===== config.mk =====
export PLATFORM = sky130hd
export DESIGN_NAME = secded_check_unit
export DESIGN_NICKNAME = d
export VERILOG_FILES = /design/src/rtl/secded_pkg.sv /design/src/rtl/secded_ctrl.sv /design/src/rtl/secded_datapath.sv /design/src/rtl/secded_check_unit.sv
export SDC_FILE = /design/constraint.sdc
export NUM_CORES = 1
export LEC_CHECK = 0
export ABC_AREA = 0
export BUFFER_PORTS_ARGS = -buffer_cell sky130_fd_sc_hd__buf_2
export CAP_MARGIN = 20
export CORE_MARGIN = 4
export CORE_UTILIZATION = 45
export CTS_CLUSTER_SIZE = 8
export DETAILED_ROUTE_END_ITERATION = 8
export PLACE_DENSITY_LB_ADDON = 0.1
export REMOVE_ABC_BUFFERS = 1
export SKIP_CTS_REPAIR_TIMING = 1
export SYNTH_ARGS = -nofsm -noshare
export SYNTH_HDL_FRONTEND = slang
export SYNTH_SLANG_ARGS = --single-unit

===== constraint.sdc =====
create_clock -name clk -period 6.5 [get_ports clk]
set_input_delay 0.65 -clock clk [delete_from_list [all_inputs] [get_ports clk]]
set_output_delay 0.65 -clock clk [all_outputs]
set_load 0.005 [all_outputs]

===== src/rtl/secded_pkg.sv =====
package secded_pkg;

  localparam int DATA_W = 64;
  localparam int HALF_W = DATA_W / 2;
  localparam int CHK_W  = 8;
  localparam int IDX_W  = 8;
  localparam int POS_W  = $clog2(DATA_W);
  localparam int CPOS_W = $clog2(CHK_W);
  localparam logic [IDX_W-1:0] IDX_NONE = '1;

  // Parity masks per check bit, leftmost literal is check bit 7.
  localparam logic [HALF_W-1:0] MASK_HI [CHK_W-1:0] = '{
    32'hf00fe11e, 32'h00ff00ff, 32'h0f0f0f0f, 32'h11113333,
    32'h22224444, 32'h44448888, 32'h8888ffff, 32'hffff1111};
  localparam logic [HALF_W-1:0] MASK_LO [CHK_W-1:0] = '{
    32'hc33c0ff7, 32'h00fff0ff, 32'h0f0fff00, 32'h7777000f,
    32'h8888222f, 32'hffff4441, 32'h11118882, 32'h22221114};

  typedef enum logic [1:0] {
    ST_NONE   = 2'd0,
    ST_DATA   = 2'd1,
    ST_CHECK  = 2'd2,
    ST_UNCORR = 2'd3
  } eccStatusT;

  typedef struct packed {
    logic load;
    logic checkMode;
    logic analyse;
  } eccStrobeT;

  // Syndrome pattern produced by a flip of data bit b.
  function automatic logic [CHK_W-1:0] dataColumn(input int b);
    logic [CHK_W-1:0] c;
    for (int k = 0; k < CHK_W; k++) begin
      c[k] = (b < HALF_W) ? MASK_LO[k][b % HALF_W] : MASK_HI[k][b % HALF_W];
    end
    return c;
  endfunction

endpackage


===== src/rtl/secded_ctrl.sv =====
module secded_ctrl
  import secded_pkg::*;
(
  input  logic      clk,
  input  logic      rstN,
  input  logic      inValid,
  input  logic      inMode,
  input  logic      narrowBus,
  output eccStrobeT strobe,
  output logic      outValid
);

  always_comb begin
    strobe.load      = inValid;
    strobe.checkMode = inMode;
    strobe.analyse   = inMode & ~narrowBus;
  end

  always_ff @(posedge clk) begin
    if (!rstN) outValid <= 1'b0;
    else       outValid <= inValid;
  end

endmodule


===== src/rtl/secded_datapath.sv =====
module secded_datapath
  import secded_pkg::*;
(
  input  logic              clk,
  input  logic              rstN,
  input  eccStrobeT         strobe,
  input  logic [DATA_W-1:0] inData,
  input  logic [CHK_W-1:0]  inCheck,
  output logic [DATA_W-1:0] outData,
  output logic [CHK_W-1:0]  outCheck,
  output logic [CHK_W-1:0]  outSyndrome,
  output eccStatusT         outStatus,
  output logic [IDX_W-1:0]  outDataBit,
  output logic [IDX_W-1:0]  outCheckBit
);

  logic [CHK_W-1:0]  calcChk;
  logic [CHK_W-1:0]  syn;
  logic [DATA_W-1:0] hit;
  logic              anyHit;
  logic [POS_W-1:0]  hitIdx;
  logic [CPOS_W-1:0] synIdx;

  eccStatusT         nxtStatus;
  logic [DATA_W-1:0] nxtData;
  logic [IDX_W-1:0]  nxtDataBit;
  logic [IDX_W-1:0]  nxtCheckBit;

  // Parity tree per check bit
  for (genvar k = 0; k < CHK_W; k++) begin : g_parity
    assign calcChk[k] = (^(inData[DATA_W-1:HALF_W] & MASK_HI[k]))
                      ^ (^(inData[HALF_W-1:0] & MASK_LO[k]));
  end

  assign syn = strobe.checkMode ? (calcChk ^ inCheck) : '0;

  // One comparator per data column
  for (genvar b = 0; b < DATA_W; b++) begin : g_column
    localparam logic [CHK_W-1:0] COL = dataColumn(b);
    assign hit[b] = (syn == COL);
  end

  // Lowest matching column wins
  always_comb begin
    anyHit = 1'b0;
    hitIdx = '0;
    for (int b = DATA_W - 1; b >= 0; b--) begin
      if (hit[b]) begin
        anyHit = 1'b1;
        hitIdx = POS_W'(b);
      end
    end
  end

  always_comb begin
    synIdx = '0;
    for (int j = CHK_W - 1; j >= 0; j--) begin
      if (syn[j]) synIdx = CPOS_W'(j);
    end
  end

  always_comb begin
    nxtStatus   = ST_NONE;
    nxtData     = inData;
    nxtDataBit  = IDX_NONE;
    nxtCheckBit = IDX_NONE;
    if (strobe.checkMode && (syn != '0)) begin
      if (!strobe.analyse) begin
        nxtStatus = ST_UNCORR;
      end else if (anyHit) begin
        nxtStatus  = ST_DATA;
        nxtDataBit = IDX_W'(hitIdx);
        nxtData    = inData ^ (DATA_W'(1) << hitIdx);
      end else if ($countones(syn) == 1) begin
        nxtStatus   = ST_CHECK;
        nxtCheckBit = IDX_W'(synIdx);
      end else begin
        nxtStatus = ST_UNCORR;
      end
    end
  end

  always_ff @(posedge clk) begin
    if (!rstN) begin
      outData     <= '0;
      outCheck    <= '0;
      outSyndrome <= '0;
      outStatus   <= ST_NONE;
      outDataBit  <= IDX_NONE;
      outCheckBit <= IDX_NONE;
    end else if (strobe.load) begin
      outData     <= nxtData;
      outCheck    <= calcChk;
      outSyndrome <= syn;
      outStatus   <= nxtStatus;
      outDataBit  <= nxtDataBit;
      outCheckBit <= nxtCheckBit;
    end
  end

  // a data correction changes exactly one bit of the captured word
  p_single_fix_r4: assert property (@(posedge clk) disable iff (!rstN)
    strobe.load |=> (outStatus != ST_DATA) ||
                    (($countones(outData ^ $past(inData)) == 1) && (outCheckBit == IDX_NONE)));

  // a check-bit report comes with a one-hot syndrome and untouched data
  p_check_onehot_r5: assert property (@(posedge clk) disable iff (!rstN)
    strobe.load |=> (outStatus != ST_CHECK) ||
                    (($countones(outSyndrome) == 1) && (outData == $past(inData))
                     && (outDataBit == IDX_NONE)));

  // clean result carries no indices and the original word
  p_clean_r6: assert property (@(posedge clk) disable iff (!rstN)
    strobe.load |=> (outStatus != ST_NONE) ||
                    ((outDataBit == IDX_NONE) && (outCheckBit == IDX_NONE)
                     && (outData == $past(inData))));

  // half-width bus never yields a located error
  p_narrow_r8: assert property (@(posedge clk) disable iff (!rstN)
    (strobe.load && strobe.checkMode && !strobe.analyse) |=>
      ((outStatus == ST_NONE) || (outStatus == ST_UNCORR)));

  // encode mode reports a zero syndrome
  p_encode_r9: assert property (@(posedge clk) disable iff (!rstN)
    (strobe.load && !strobe.checkMode) |=> (outSyndrome == '0) && (outStatus == ST_NONE));

  // results hold while idle
  p_hold_r11: assert property (@(posedge clk) disable iff (!rstN)
    !strobe.load |=> $stable(outData) && $stable(outStatus) && $stable(outSyndrome));

endmodule


===== src/rtl/secded_check_unit.sv =====
module secded_check_unit
  import secded_pkg::*;
(
  input  logic              clk,
  input  logic              rstN,
  input  logic              inValid,
  input  logic              inMode,
  input  logic              narrowBus,
  input  logic [DATA_W-1:0] inData,
  input  logic [CHK_W-1:0]  inCheck,
  output logic              outValid,
  output logic [DATA_W-1:0] outData,
  output logic [CHK_W-1:0]  outCheck,
  output logic [CHK_W-1:0]  outSyndrome,
  output logic [1:0]        outStatus,
  output logic [IDX_W-1:0]  outDataBit,
  output logic [IDX_W-1:0]  outCheckBit
);

  eccStrobeT strobe;
  eccStatusT statusQ;

  secded_ctrl u_ctrl (
    .clk      (clk),
    .rstN     (rstN),
    .inValid  (inValid),
    .inMode   (inMode),
    .narrowBus(narrowBus),
    .strobe   (strobe),
    .outValid (outValid)
  );

  secded_datapath u_datapath (
    .clk        (clk),
    .rstN       (rstN),
    .strobe     (strobe),
    .inData     (inData),
    .inCheck    (inCheck),
    .outData    (outData),
    .outCheck   (outCheck),
    .outSyndrome(outSyndrome),
    .outStatus  (statusQ),
    .outDataBit (outDataBit),
    .outCheckBit(outCheckBit)
  );

  assign outStatus = statusQ;

  // result qualifier follows the input qualifier by one cycle
  p_valid_follow_r2: assert property (@(posedge clk) disable iff (!rstN)
    inValid |=> outValid);
  p_valid_drop_r2: assert property (@(posedge clk) disable iff (!rstN)
    !inValid |=> !outValid);

endmodule


==> results of run 1 <==
[power by group]
| group | switching, mW | internal, mW |
|---|---|---|
| Clock | 0.273 | 0.274 |
| Sequential | 0.0393 | 0.654 |
| Combinational | 2.18 | 1.42 |
| Total | 2.50 | 2.34 |
[registers in the layout, indices dropped and copies added, names as in the netlist]
signal,flops
u_datapath.outCheckBit,4
u_ctrl.outValid,1
u_datapath.outDataBit,7
u_datapath.outSyndrome,8
u_datapath.outData,64
u_datapath.outCheck,8
u_datapath.outStatus,2
[cell families after synthesis]
group                      after synthesis  share of synthesized area, %
AOI/OAI and AO/OA                      290                         22.71
and+or+nand+nor                        252                         16.99
xor gates and xnor gates               205                         25.99
DFF                                     94                         24.52
buffers and inverters                   90                         5.022
adders and majority gates               22                         3.979
muxes                                    6                        0.7827
[metrics by stage]
| step | std cells | power [mW] | hold slack (ps) |
|---|---|---|---|
| after floorplan | 890 | 2.777 | 463.0 |
| after global placement | 1348 | 4.269 | 454.3 |
| after detailed placement | 1348 | 4.246 | 453.9 |
| after CTS | 1364 | 4.805 | 471.1 |
| after global routing | 1364 | 5.159 | 488.6 |
| final | 1364 | 4.840 | 470.8 |
[path summary, 6_finish.rpt]
kind | from | to | slack, ps | cells past startpoint
hold / removal | u_datapath.outCheckBit[1] | u_datapath.outCheckBit[1] | 470 | 1
hold reg to reg | u_datapath.outCheckBit[1] | u_datapath.outCheckBit[1] | 470 | 1
setup reg to reg | u_datapath.outCheck[7] | u_datapath.outCheck[7] | 5780 | 2
setup / recovery | inData[40] | u_datapath.outData[29] | 640 | 24
[routing by layer]
layer  up-vias  part of all wire (%)  global-route usage (%)
li1       3708                     -                       -
met1      3526                    43                   36.48
met2       330                    47                   45.84
met3        67                   6.8                   4.966
met4         0                   3.8                   11.54
met5         -                     0                       0
[worst reg2reg max path: cells and delay by family (launching register included)]
family / cells / cell delay, ps
DFF: 1 / 320
AOI/OAI and AO/OA: 1 / 190
and+or+nand+nor: 1 / 120
[cells in the final DEF (no fill, tap or decap), types with 4 or more instances in the layout]
cell	instances
sky130_fd_sc_hd__nand2_1	61
sky130_fd_sc_hd__clkbuf_16	9
sky130_fd_sc_hd__nand2b_1	5
sky130_fd_sc_hd__a21oi_1	100
sky130_fd_sc_hd__or3_1	4
sky130_fd_sc_hd__nor3_1	21
sky130_fd_sc_hd__buf_2	174
sky130_fd_sc_hd__nor2b_1	16
sky130_fd_sc_hd__o21a_1	5
sky130_fd_sc_hd__o211a_1	4
sky130_fd_sc_hd__o22ai_1	11
sky130_fd_sc_hd__buf_4	62
sky130_fd_sc_hd__a22oi_1	5
sky130_fd_sc_hd__o21ai_0	96
sky130_fd_sc_hd__nor3b_1	9
sky130_fd_sc_hd__and2_1	19
sky130_fd_sc_hd__nor2_1	45
sky130_fd_sc_hd__dfxtp_1	94
sky130_fd_sc_hd__a31oi_1	11
sky130_fd_sc_hd__xnor3_1	9
sky130_fd_sc_hd__a21o_1	6
sky130_fd_sc_hd__inv_1	20
sky130_fd_sc_hd__xnor2_1	136
sky130_fd_sc_hd__ha_1	18
sky130_fd_sc_hd__a211oi_1	4
sky130_fd_sc_hd__xor2_1	54
sky130_fd_sc_hd__mux2i_1	6
sky130_fd_sc_hd__fa_1	4
sky130_fd_sc_hd__a22o_1	4
sky130_fd_sc_hd__o21ai_1	6
sky130_fd_sc_hd__nand3_1	47
sky130_fd_sc_hd__nor3_2	7
sky130_fd_sc_hd__o211ai_1	5
[layout make-up]
class	count	area, µm²	area share, %
multi-input combinational	775	5424	58.06
timing repair buffer	238	1376	14.73
tap	220	275.3	2.947
inverter	21	78.83	0.8438
sequential	94	1882	20.14
clock inverter	7	80.08	0.8572
clock buffer	9	225.2	2.411
==> summary.log, run 1 <==
[power] Leak Pwr 3.823 nW
[global_route] antenna violations before repair 0
[worst_setup_path] Buf/Inv on CP 5
[worst_setup_path] Critical Path Start Type primary input
[layout] number of antenna cells inserted 0
[synthesis] largest area contributor in the netlist sky130_fd_sc_hd__dfxtp_1
[synthesis] top cells by count, synth 136 x sky130_fd_sc_hd__xnor2_1, 100 x sky130_fd_sc_hd__a21oi_1, 96 x sky130_fd_sc_hd__o21ai_0
[clock_tree] cell at the root of the clock tree sky130_fd_sc_hd__clkbuf_16
[worst_setup_path] delay of the slowest cell on the worst path 520 ps
[floorplanning] starting density of the core 46.11%
[synthesis] predominant post-synthesis flop cell sky130_fd_sc_hd__dfxtp_1
[sta] final setup margin 638.9 ps
[placement] standard cell area after detailed placement 9036 µm²
[sta] worst slew margin relative to its limit 43.85%
[detailed_routing] number of remaining DRC errors 0
[clock_tree] cts bufs inserted 9
[detailed_routing] violation count after the first detailed-route iteration 729
[synthesis] per-instance average area after synthesis 8.002 µm²
[detailed_routing] DR WL/cell 20.07 µm
[floorplanning] Core ar. 16640 µm²
[global_route] wire length of the first global-routing pass 43.04 mm
[worst_setup_path] CP dominant cell by count sky130_fd_sc_hd__xnor2_1
[synthesis] synthesized instance count 959
[floorplanning] num rows 47
[synthesis] number of enable flip-flop cells after synthesis 0
[floorplanning] DIE WIDTH 138.6 µm
[synthesis] share of synthesized flip-flops with an asynchronous set or reset 0%
[synthesis] cell with the most instances after synthesis sky130_fd_sc_hd__xnor2_1
[synthesis] area of the mapped netlist 7674 µm²
[clock_tree] clock tree sinks 94
[sta] fmax 170.6 MHz
[worst_setup_path] CP Data Required Time 6720 ps
[layout] share of post-route cells with drive strength above 1 24.39%
[sta] actual transition at the worst max-transition pin 842.3 ps
[sta] RSZ-0062 raised after global routing no
[placement] number of buffers inserted by port buffering 175
[synthesis] Synth top area share 24.52%
[placement] RD Place Congestion 1.008
[synthesis] post-synthesis cell type count 75
[worst_setup_path] data arrival time of the critical path 6080 ps
[flow_run] number of max-cap violations 0
[global_route] GRT Residual Overflow 0
[clock_tree] clock tree from TritonCTS done
[synthesis] synth warn 0
[layout] Post-Route Utilization 56.13%
[outcome] run status finished, final reports clean
[clock_tree] clock-pin slew on the worst setup and hold paths 80 ps
[synthesis] synthesized flop and latch total 94
[power] power density over the cells 518.1 nW/µm²
[layout] fill cell count 1589
[worst_setup_path] family of cells with the greatest summed delay on the critical path XOR/XNOR gates
[power] maximum vdd drop 0.2560 mV
[sta] minimum period implied by the final worst setup slack 5861 ps
[synthesis] part of the Yosys area used for sequential elements 24.52%
[worst_setup_path] Crit Path Category in -> reg
[synthesis] Synth area leaders sky130_fd_sc_hd__dfxtp_1 25%, sky130_fd_sc_hd__xnor2_1 16%, sky130_fd_sc_hd__a21oi_1 6.5%
[sta] number of max-slew violations in the final report 0
[placement] Post-Place Setup Slack 367.2 ps
[worst_setup_path] cell type of the slowest stage on the worst timing path sky130_fd_sc_hd__or4_1
[worst_setup_path] cell chain of the critical path buf_2 > xor2_1 > xnor2_1 > xnor2_1 > xnor2_1 > xnor3_1 > xnor2_1 > nor2_1 > inv_1 > ha_1 > buf_4 > and2_1 > a22oi_1 > o21ai_0 > a21oi_1 > o21ai_0 > a21o_1 > a32oi_2 > inv_2 > or4_1 > buf_4 > nor4_4 > xnor2_1 > a21oi_1
[floorplanning] io pins 176
[worst_setup_path] Worst Path Max Fanout 13
[detailed_routing] number of antenna-violating nets in the routed design 0
[worst_setup_path] nature of the critical path endpoint register
[clock_tree] worst skew pair latency 360 ps
[clock_tree] H-tree depth 3
[global_route] via count of the first global-routing pass 7574
[placement] HPWL reported at the end of detailed placement 21.50 mm
[detailed_routing] drt via density 5.595
[detailed_routing] total routed wirelength 27.37 mm
[sta] hold violation count in the final report 0
[layout] summed area of non-filler cells in the final layout 9341 µm²
[sta] setup tns final 0 ps
[sta] worst clock skew 0 ps
[global_route] total routing usage reported by global routing 27.98%
[detailed_routing] first drt pass iteration count 5
[detailed_routing] total number of vias 7631
[floorplanning] chip height 138.6 µm
[min_path] class of the most critical hold timing path reg -> reg
[global_route] pin count of the biggest net entering global routing 94
[layout] final-stage net count 1238
[sta] Final Setup Violations 0
[floorplanning] die area 19210 µm²
[sta] final worst-path cycle share 90.17%
[layout] Layout area overhead 21.73%
[clock_tree] Longest Clk Path Bufs 2
Power figures use the tool's default switching activity.
==> run 2: changes to the inputs <==
--- a/config.mk
+++ b/config.mk
@@ -9,7 +9,7 @@
 export BUFFER_PORTS_ARGS = -buffer_cell sky130_fd_sc_hd__buf_2
 export CAP_MARGIN = 20
 export CORE_MARGIN = 4
-export CORE_UTILIZATION = 45
+export CORE_UTILIZATION = 40
 export CTS_CLUSTER_SIZE = 8
 export DETAILED_ROUTE_END_ITERATION = 8
 export PLACE_DENSITY_LB_ADDON = 0.1
==> summary.log, run 2 (synthesis gave the netlist of run 1 again) <==
[sta] final setup margin 525.7 ps [-113.2 ps]
[floorplanning] DIE WIDTH 146.5 µm [+5.7%]
[sta] minimum period implied by the final worst setup slack 5974 ps [+113.2 ps]
[floorplanning] Core ar. 18770 µm² [+13%]
[power] maximum vdd drop 0.2320 mV [-9.4%]
[global_route] wire length of the first global-routing pass 42.90 mm [-0.30%]
[clock_tree] Longest Clk Path Bufs 2 [unchanged]
[worst_setup_path] Worst Path Max Fanout 13 [unchanged]
[clock_tree] H-tree depth 3 [unchanged]
[flow_run] number of max-cap violations 0 [unchanged]
[placement] RD Place Congestion 1.024 [+1.6%]
[outcome] run status finished, final reports clean
[sta] number of max-slew violations in the final report 0 [unchanged]
[placement] Post-Place Setup Slack 246.3 ps [-120.9 ps]
[sta] final worst-path cycle share 91.91% [+1.7 points]
[detailed_routing] first drt pass iteration count 7 [+2]
[clock_tree] clock-pin slew on the worst setup and hold paths 80 ps [about the same]
[global_route] pin count of the biggest net entering global routing 94 [unchanged]
[placement] HPWL reported at the end of detailed placement 21.73 mm [+1.1%]
[min_path] class of the most critical hold timing path reg -> reg
[floorplanning] starting density of the core 40.89% [-5.2 points]
[power] Leak Pwr 3.782 nW [-1.1%]
[global_route] antenna violations before repair 3 [+3]
[placement] number of buffers inserted by port buffering 175 [unchanged]
[global_route] GRT Residual Overflow 0 [unchanged]
[sta] worst slew margin relative to its limit 40.01% [-3.8 points]
[layout] largest reg by FF count u_datapath.outData
[worst_setup_path] Crit Path Category in -> reg
[sta] worst clock skew 0 ps [unchanged]
[clock_tree] clock tree sinks 94 [unchanged]
[layout] max reg flops 64 [unchanged]
[detailed_routing] total routed wirelength 27.81 mm [+1.6%]
[clock_tree] clock tree from TritonCTS done
[floorplanning] num rows 50 [+6.4%]
[global_route] total routing usage reported by global routing 25.13% [-2.8 points]
[worst_setup_path] reg2reg start u_datapath.outCheck[7]
[sta] hold violation count in the final report 0 [unchanged]
[layout] commonest non-fill, non-tap cell in the layout sky130_fd_sc_hd__buf_2
[sta] fmax 167.4 MHz [-1.9%]
[power] power density over the cells 520.0 nW/µm² [+0.37%]
[floorplanning] io pins 176 [unchanged]
[min_path] hold_sp u_datapath.outDataBit[4]
[layout] Layout area overhead 21.18%
[layout] final-stage net count 1230 [-0.65%]
[detailed_routing] total number of vias 7741 [+1.4%]
[floorplanning] chip height 146.5 µm [+5.7%]
[global_route] via count of the first global-routing pass 7577 [+0.040%]
[sta] Final Setup Violations 0 [unchanged]
[detailed_routing] number of remaining DRC errors 0 [unchanged]
[sta] actual transition at the worst max-transition pin 890.4 ps [+48.08 ps]
[layout] share of post-route cells with drive strength above 1 23.86% [-0.53 points]
[detailed_routing] number of antenna-violating nets in the routed design 0 [unchanged]
[layout] fill cell count 1874 [+18%]
[layout] most used cells in the layout excluding fill and tap cells 174 x sky130_fd_sc_hd__buf_2, 136 x sky130_fd_sc_hd__xnor2_1, 100 x sky130_fd_sc_hd__a21oi_1
[worst_setup_path] Critical Path Start Type primary input
[clock_tree] worst skew pair latency 360 ps [about the same]
[clock_tree] cell at the root of the clock tree sky130_fd_sc_hd__clkbuf_16
[sta] setup tns final 0 ps [unchanged]
[detailed_routing] drt via density 5.646 [+0.92%]
[detailed_routing] DR WL/cell 20.29 µm [+1.1%]
[clock_tree] cts bufs inserted 9 [unchanged]
[worst_setup_path] CP Data Required Time 6700 ps [-20 ps]
[floorplanning] die area 21460 µm² [+12%]
[worst_setup_path] beginning of the critical path inData[32]
[worst_setup_path] data arrival time of the critical path 6170 ps [+90 ps]
[detailed_routing] violation count after the first detailed-route iteration 785 [+7.7%]
[layout] leading registers by flop count u_datapath.outData: 64 flops, u_datapath.outCheck: 8 flops, u_datapath.outSyndrome: 8 flops
[sta] RSZ-0062 raised after global routing no
[worst_setup_path] nature of the critical path endpoint register
-- run 2: changes by cell type in the layout (fill, tap and decap cells not counted) --
cell / previous run / this run
sky130_fd_sc_hd__diode_2: 0 / 1
sky130_fd_sc_hd__buf_4: 62 / 54
sky130_fd_sc_hd__inv_8: 2 / 1
sky130_fd_sc_hd__clkinv_4: 1 / 2
-- run 2: per-stage QoR --
step / cells / util [%] / total power [mW] / instance area (µm²) / hold slack [ps]
after floorplan: 890 / - / 2.777 / 7367 / 463.0
after global placement: 1354 / 47.92 / 4.258 / 8994 / 456.4
after detailed placement: 1354 / 47.92 / 4.240 / 8994 / 462.1
after CTS: 1370 / 49.53 / 4.801 / 9296 / 479.4
after global routing: 1371 / 49.55 / 5.145 / 9299 / 500.4
final: 1371 / 49.55 / 4.835 / 9299 / 472.0
-- run 2: path summary, 6_finish.rpt --
check,slack [ps],depth (start not counted),end
hold reg to reg,470,2,u_datapath.outDataBit[4]
hold / removal,470,2,u_datapath.outDataBit[4]
setup / recovery,530,24,u_datapath.outData[29]
setup reg to reg,5780,2,u_datapath.outCheck[7]
-- run 2: per-layer routing --
layer | track usage, % | routed length, µm | vias to the layer above
li1 | - | - | 3687
met1 | 32.90 | 12000 | 3637
met2 | 41.54 | 13040 | 346
met3 | 4.749 | 1909 | 67
met4 | 8.702 | 852 | 4
met5 | 0 | 14 | -
-- run 2: area by class of cell --
type / instances / area (µm²) / area share [%]
inverter: 21 / 78.83 / 0.8477
tap: 234 / 292.8 / 3.149
antenna: 1 / 2.502 / 0.02691
timing repair buffer: 230 / 1316 / 14.15
multi-input combinational: 775 / 5424 / 58.33
sequential: 94 / 1882 / 20.24
clock buffer: 9 / 225.2 / 2.422
clock inverter: 7 / 77.57 / 0.8342
-- run 2: worst max-delay path: stages --
cell                      delay, ps
sky130_fd_sc_hd__buf_2          140
sky130_fd_sc_hd__xnor2_1        150
sky130_fd_sc_hd__xnor2_1        400
sky130_fd_sc_hd__xor2_1         290
sky130_fd_sc_hd__xnor2_1        210
sky130_fd_sc_hd__xnor3_1        470
sky130_fd_sc_hd__xnor2_1        170
sky130_fd_sc_hd__nor2_1         290
sky130_fd_sc_hd__inv_1          160
sky130_fd_sc_hd__ha_1           260
sky130_fd_sc_hd__buf_4          200
sky130_fd_sc_hd__and2_1         240
sky130_fd_sc_hd__a22oi_1        320
sky130_fd_sc_hd__o21ai_0        190
sky130_fd_sc_hd__a21oi_1        140
sky130_fd_sc_hd__o21ai_0        100
sky130_fd_sc_hd__a21o_1         180
sky130_fd_sc_hd__a32oi_2        320
sky130_fd_sc_hd__inv_2          100
sky130_fd_sc_hd__or4_1          500
sky130_fd_sc_hd__buf_4          210
sky130_fd_sc_hd__nor4_4         220
sky130_fd_sc_hd__xnor2_1        150
sky130_fd_sc_hd__a21oi_1         80
-- run 2: where the power goes --
part | leakage, nW | switching [mW] | internal, mW | total, mW
Clock | 0.144 | 0.271 | 0.272 | 0.543
Combinational | 2.86 | 2.20 | 1.40 | 3.60
Sequential | 0.779 | 0.0404 | 0.654 | 0.695
Total | 3.78 | 2.51 | 2.33 | 4.84
==> run 3: changes to the inputs <==
--- a/config.mk
+++ b/config.mk
@@ -6,14 +6,13 @@
 export NUM_CORES = 1
 export LEC_CHECK = 0
 export ABC_AREA = 0
-export BUFFER_PORTS_ARGS = -buffer_cell sky130_fd_sc_hd__buf_2
 export CAP_MARGIN = 20
 export CORE_MARGIN = 4
 export CORE_UTILIZATION = 40
 export CTS_CLUSTER_SIZE = 8
 export DETAILED_ROUTE_END_ITERATION = 8
+export DONT_BUFFER_PORTS = 1
 export PLACE_DENSITY_LB_ADDON = 0.1
-export REMOVE_ABC_BUFFERS = 1
 export SKIP_CTS_REPAIR_TIMING = 1
 export SYNTH_ARGS = -nofsm -noshare
 export SYNTH_HDL_FRONTEND = slang
==> summary.log, run 3 (synthesis gave the netlist of run 1 again) <==
[worst_setup_path] Critical Path Start Type primary input
[flow_run] number of max-cap violations 0 [unchanged]
[layout] final-stage net count 1028 [-16%]
[layout] fill cell count 1967 [+5.0%]
[power] total power 4.557 mW [-5.8%]
[sta] worst clock skew 0 ps [unchanged]
[worst_setup_path] worst reg-to-reg path cell count 1 [-1]
[worst_setup_path] data arrival time of the critical path 6200 ps [+30 ps]
[worst_setup_path] Crit Path Category in -> reg
[global_route] total routing usage reported by global routing 25.32% [+0.19 points]
[worst_setup_path] CP Data Required Time 6750 ps [+50 ps]
[layout] most used cells in the layout excluding fill and tap cells 136 x sky130_fd_sc_hd__xnor2_1, 100 x sky130_fd_sc_hd__a21oi_1, 96 x sky130_fd_sc_hd__o21ai_0
[floorplanning] Core ar. 18770 µm² [unchanged]
[min_path] capture endpoint of the worst hold path u_datapath.outDataBit[3]
[clock_tree] clock tree sinks 94 [unchanged]
[detailed_routing] number of remaining DRC errors 0 [unchanged]
[clock_tree] Longest Clk Path Bufs 2 [unchanged]
[synthesis] post-synthesis net count 1058
[power] Leak Pwr 2.897 nW [-23%]
[layout] number of antenna cells inserted 0 [-1]
[worst_setup_path] setup slack of the most critical reg-to-reg path 5760 ps [-20 ps]
[layout] largest reg by FF count u_datapath.outData
[layout] leading registers by flop count u_datapath.outData: 64 flops, u_datapath.outCheck: 8 flops, u_datapath.outSyndrome: 8 flops
[floorplanning] chip height 146.5 µm [unchanged]
[sta] number of max-slew violations in the final report 0 [unchanged]
[clock_tree] cell at the root of the clock tree sky130_fd_sc_hd__clkbuf_16
[min_path] hold_sp rstN
[global_route] pin count of the biggest net entering global routing 160 [+70%]
[min_path] class of the most critical hold timing path in -> reg
[detailed_routing] total number of vias 6893 [-11%]
[layout] max reg flops 64 [unchanged]
[layout] footprint of the flip-flops and latches 1882 µm² [unchanged]
[clock_tree] worst skew pair latency 350 ps [about the same]
[layout] share of post-route cells with drive strength above 1 7.388% [-16 points]
[placement] HPWL reported at the end of detailed placement 21.38 mm [-1.6%]
[sta] final setup margin 551.9 ps [+26.22 ps]
[detailed_routing] number of antenna-violating nets in the routed design 0 [unchanged]
[floorplanning] die area 21460 µm² [unchanged]
[power] power density over the cells 556.2 nW/µm² [+7.0%]
[detailed_routing] first drt pass iteration count 6 [-1]
[detailed_routing] DR WL/cell 23.93 µm [+18%]
[placement] number of buffers inserted by port buffering 0 [-100%]
[clock_tree] clock tree from TritonCTS done
[layout] summed area of non-filler cells in the final layout 8193 µm² [-12%]
[clock_tree] H-tree depth 3 [unchanged]
[layout] commonest non-fill, non-tap cell in the layout sky130_fd_sc_hd__xnor2_1
[worst_setup_path] nature of the critical path endpoint register
[min_path] cell count of the worst hold path 1 [-1]
[floorplanning] starting density of the core 40.89% [unchanged]
[global_route] via count of the first global-routing pass 6787 [-10%]
[clock_tree] clock-pin slew on the worst setup and hold paths 70 ps [about the same]
[sta] worst slew margin relative to its limit 45.95% [+5.9 points]
[layout] Layout area overhead 6.767%
[placement] Post-Place Setup Slack 233.7 ps [-12.67 ps]
[detailed_routing] total routed wirelength 27.95 mm [+0.50%]
[global_route] GRT Residual Overflow 0 [unchanged]
[floorplanning] num rows 50 [unchanged]
[sta] RSZ-0062 raised after global routing no
[worst_setup_path] reg2reg start u_datapath.outCheckBit[1]
[detailed_routing] drt via density 5.902 [+4.5%]
[power] maximum vdd drop 0.2673 mV [+15%]
[sta] final worst-path cycle share 91.51% [-0.40 points]
[worst_setup_path] reg-to-reg endpoint u_datapath.outCheckBit[1]
[sta] actual transition at the worst max-transition pin 802.3 ps [-88.09 ps]
[sta] Final Setup Violations 0 [unchanged]
[worst_setup_path] Worst Path Max Fanout 16 [+3]
[floorplanning] io pins 176 [unchanged]
[detailed_routing] violation count after the first detailed-route iteration 575 [-27%]
[sta] setup tns final 0 ps [unchanged]
[placement] RD Place Congestion 1.001 [-2.3%]
[global_route] wire length of the first global-routing pass 42.11 mm [-1.9%]
[floorplanning] DIE WIDTH 146.5 µm [unchanged]
[sta] fmax 168.1 MHz [+0.44%]
[sta] minimum period implied by the final worst setup slack 5948 ps [-26.22 ps]
[outcome] run status finished, final reports clean
[layout] area used by multi-input combinational logic 5424 µm² [unchanged]
[placement] standard cell area after detailed placement 7900 µm² [-12%]
[clock_tree] cts bufs inserted 9 [unchanged]
[global_route] antenna violations before repair 0 [-3]
[sta] hold violation count in the final report 0 [unchanged]
==> run 3: routing by layer <==
metal | vias up | GRT usage, % | wire, µm
met2 | 281 | 42.09 | 13350
met4 | 0 | 8.937 | 838
met3 | 49 | 8.070 | 2444
met5 | - | 0 | 0
met1 | 3282 | 30.85 | 11320
li1 | 3281 | - | -
==> run 3: how the worst max path moves through the flow <==
stage	from	end
4_1_cts	inData[17]	u_datapath.outData[1]
6_report	inData[17]	u_datapath.outData[1]
5_1_grt	inData[17]	u_datapath.outData[1]
3_3_place_gp	inData[17]	u_datapath.outData[1]
2_1_floorplan	inData[36]	u_datapath.outData[35]
3_5_place_dp	inData[17]	u_datapath.outData[1]
==> run 3: per-stage QoR <==
step / std cells / utilization, % / hold slack [ps]
3_3_place_gp: 1152 / 42.09 / 489.4
2_1_floorplan: 959 / - / 463.0
3_5_place_dp: 1152 / 42.09 / 498.1
5_1_grt: 1168 / 43.65 / 343.9
6_report: 1168 / 43.65 / 354.2
4_1_cts: 1168 / 43.65 / 343.7
==> run 3: power breakdown <==
group	switching, mW	internal, mW	leakage (nW)	total, mW
registers	0.0687	0.655	0.779	0.724
logic	2.10	1.18	1.98	3.28
clock network	0.279	0.270	0.139	0.549
total	2.45	2.11	2.90	4.56
==> run 3: final cells by class <==
type / instances / area share [%]
repair buffers: 28 / 2.718
flip-flops and latches: 94 / 22.97
multi-input cells: 775 / 66.20
inverters: 21 / 0.9621
clock inverters: 7 / 0.8247
well taps: 234 / 3.574
clock buffers: 9 / 2.749
==> run 3: critical path: stages <==
cell and delay (ps):
sky130_fd_sc_hd__xnor2_1 250, sky130_fd_sc_hd__xnor2_1 140, sky130_fd_sc_hd__xnor2_1 340, sky130_fd_sc_hd__xnor2_1 190, sky130_fd_sc_hd__xnor2_1 100, sky130_fd_sc_hd__xnor2_1 450
sky130_fd_sc_hd__xor2_1 130, sky130_fd_sc_hd__nor2_1 340, sky130_fd_sc_hd__inv_1 150, sky130_fd_sc_hd__ha_1 380, sky130_fd_sc_hd__and2_0 410, sky130_fd_sc_hd__a22oi_1 400
sky130_fd_sc_hd__o22ai_1 180, sky130_fd_sc_hd__a2111oi_1 500, sky130_fd_sc_hd__o2111ai_1 300, sky130_fd_sc_hd__a31oi_1 250, sky130_fd_sc_hd__buf_4 270, sky130_fd_sc_hd__nor4b_1 470
sky130_fd_sc_hd__xnor2_1 190, sky130_fd_sc_hd__a21oi_1 80
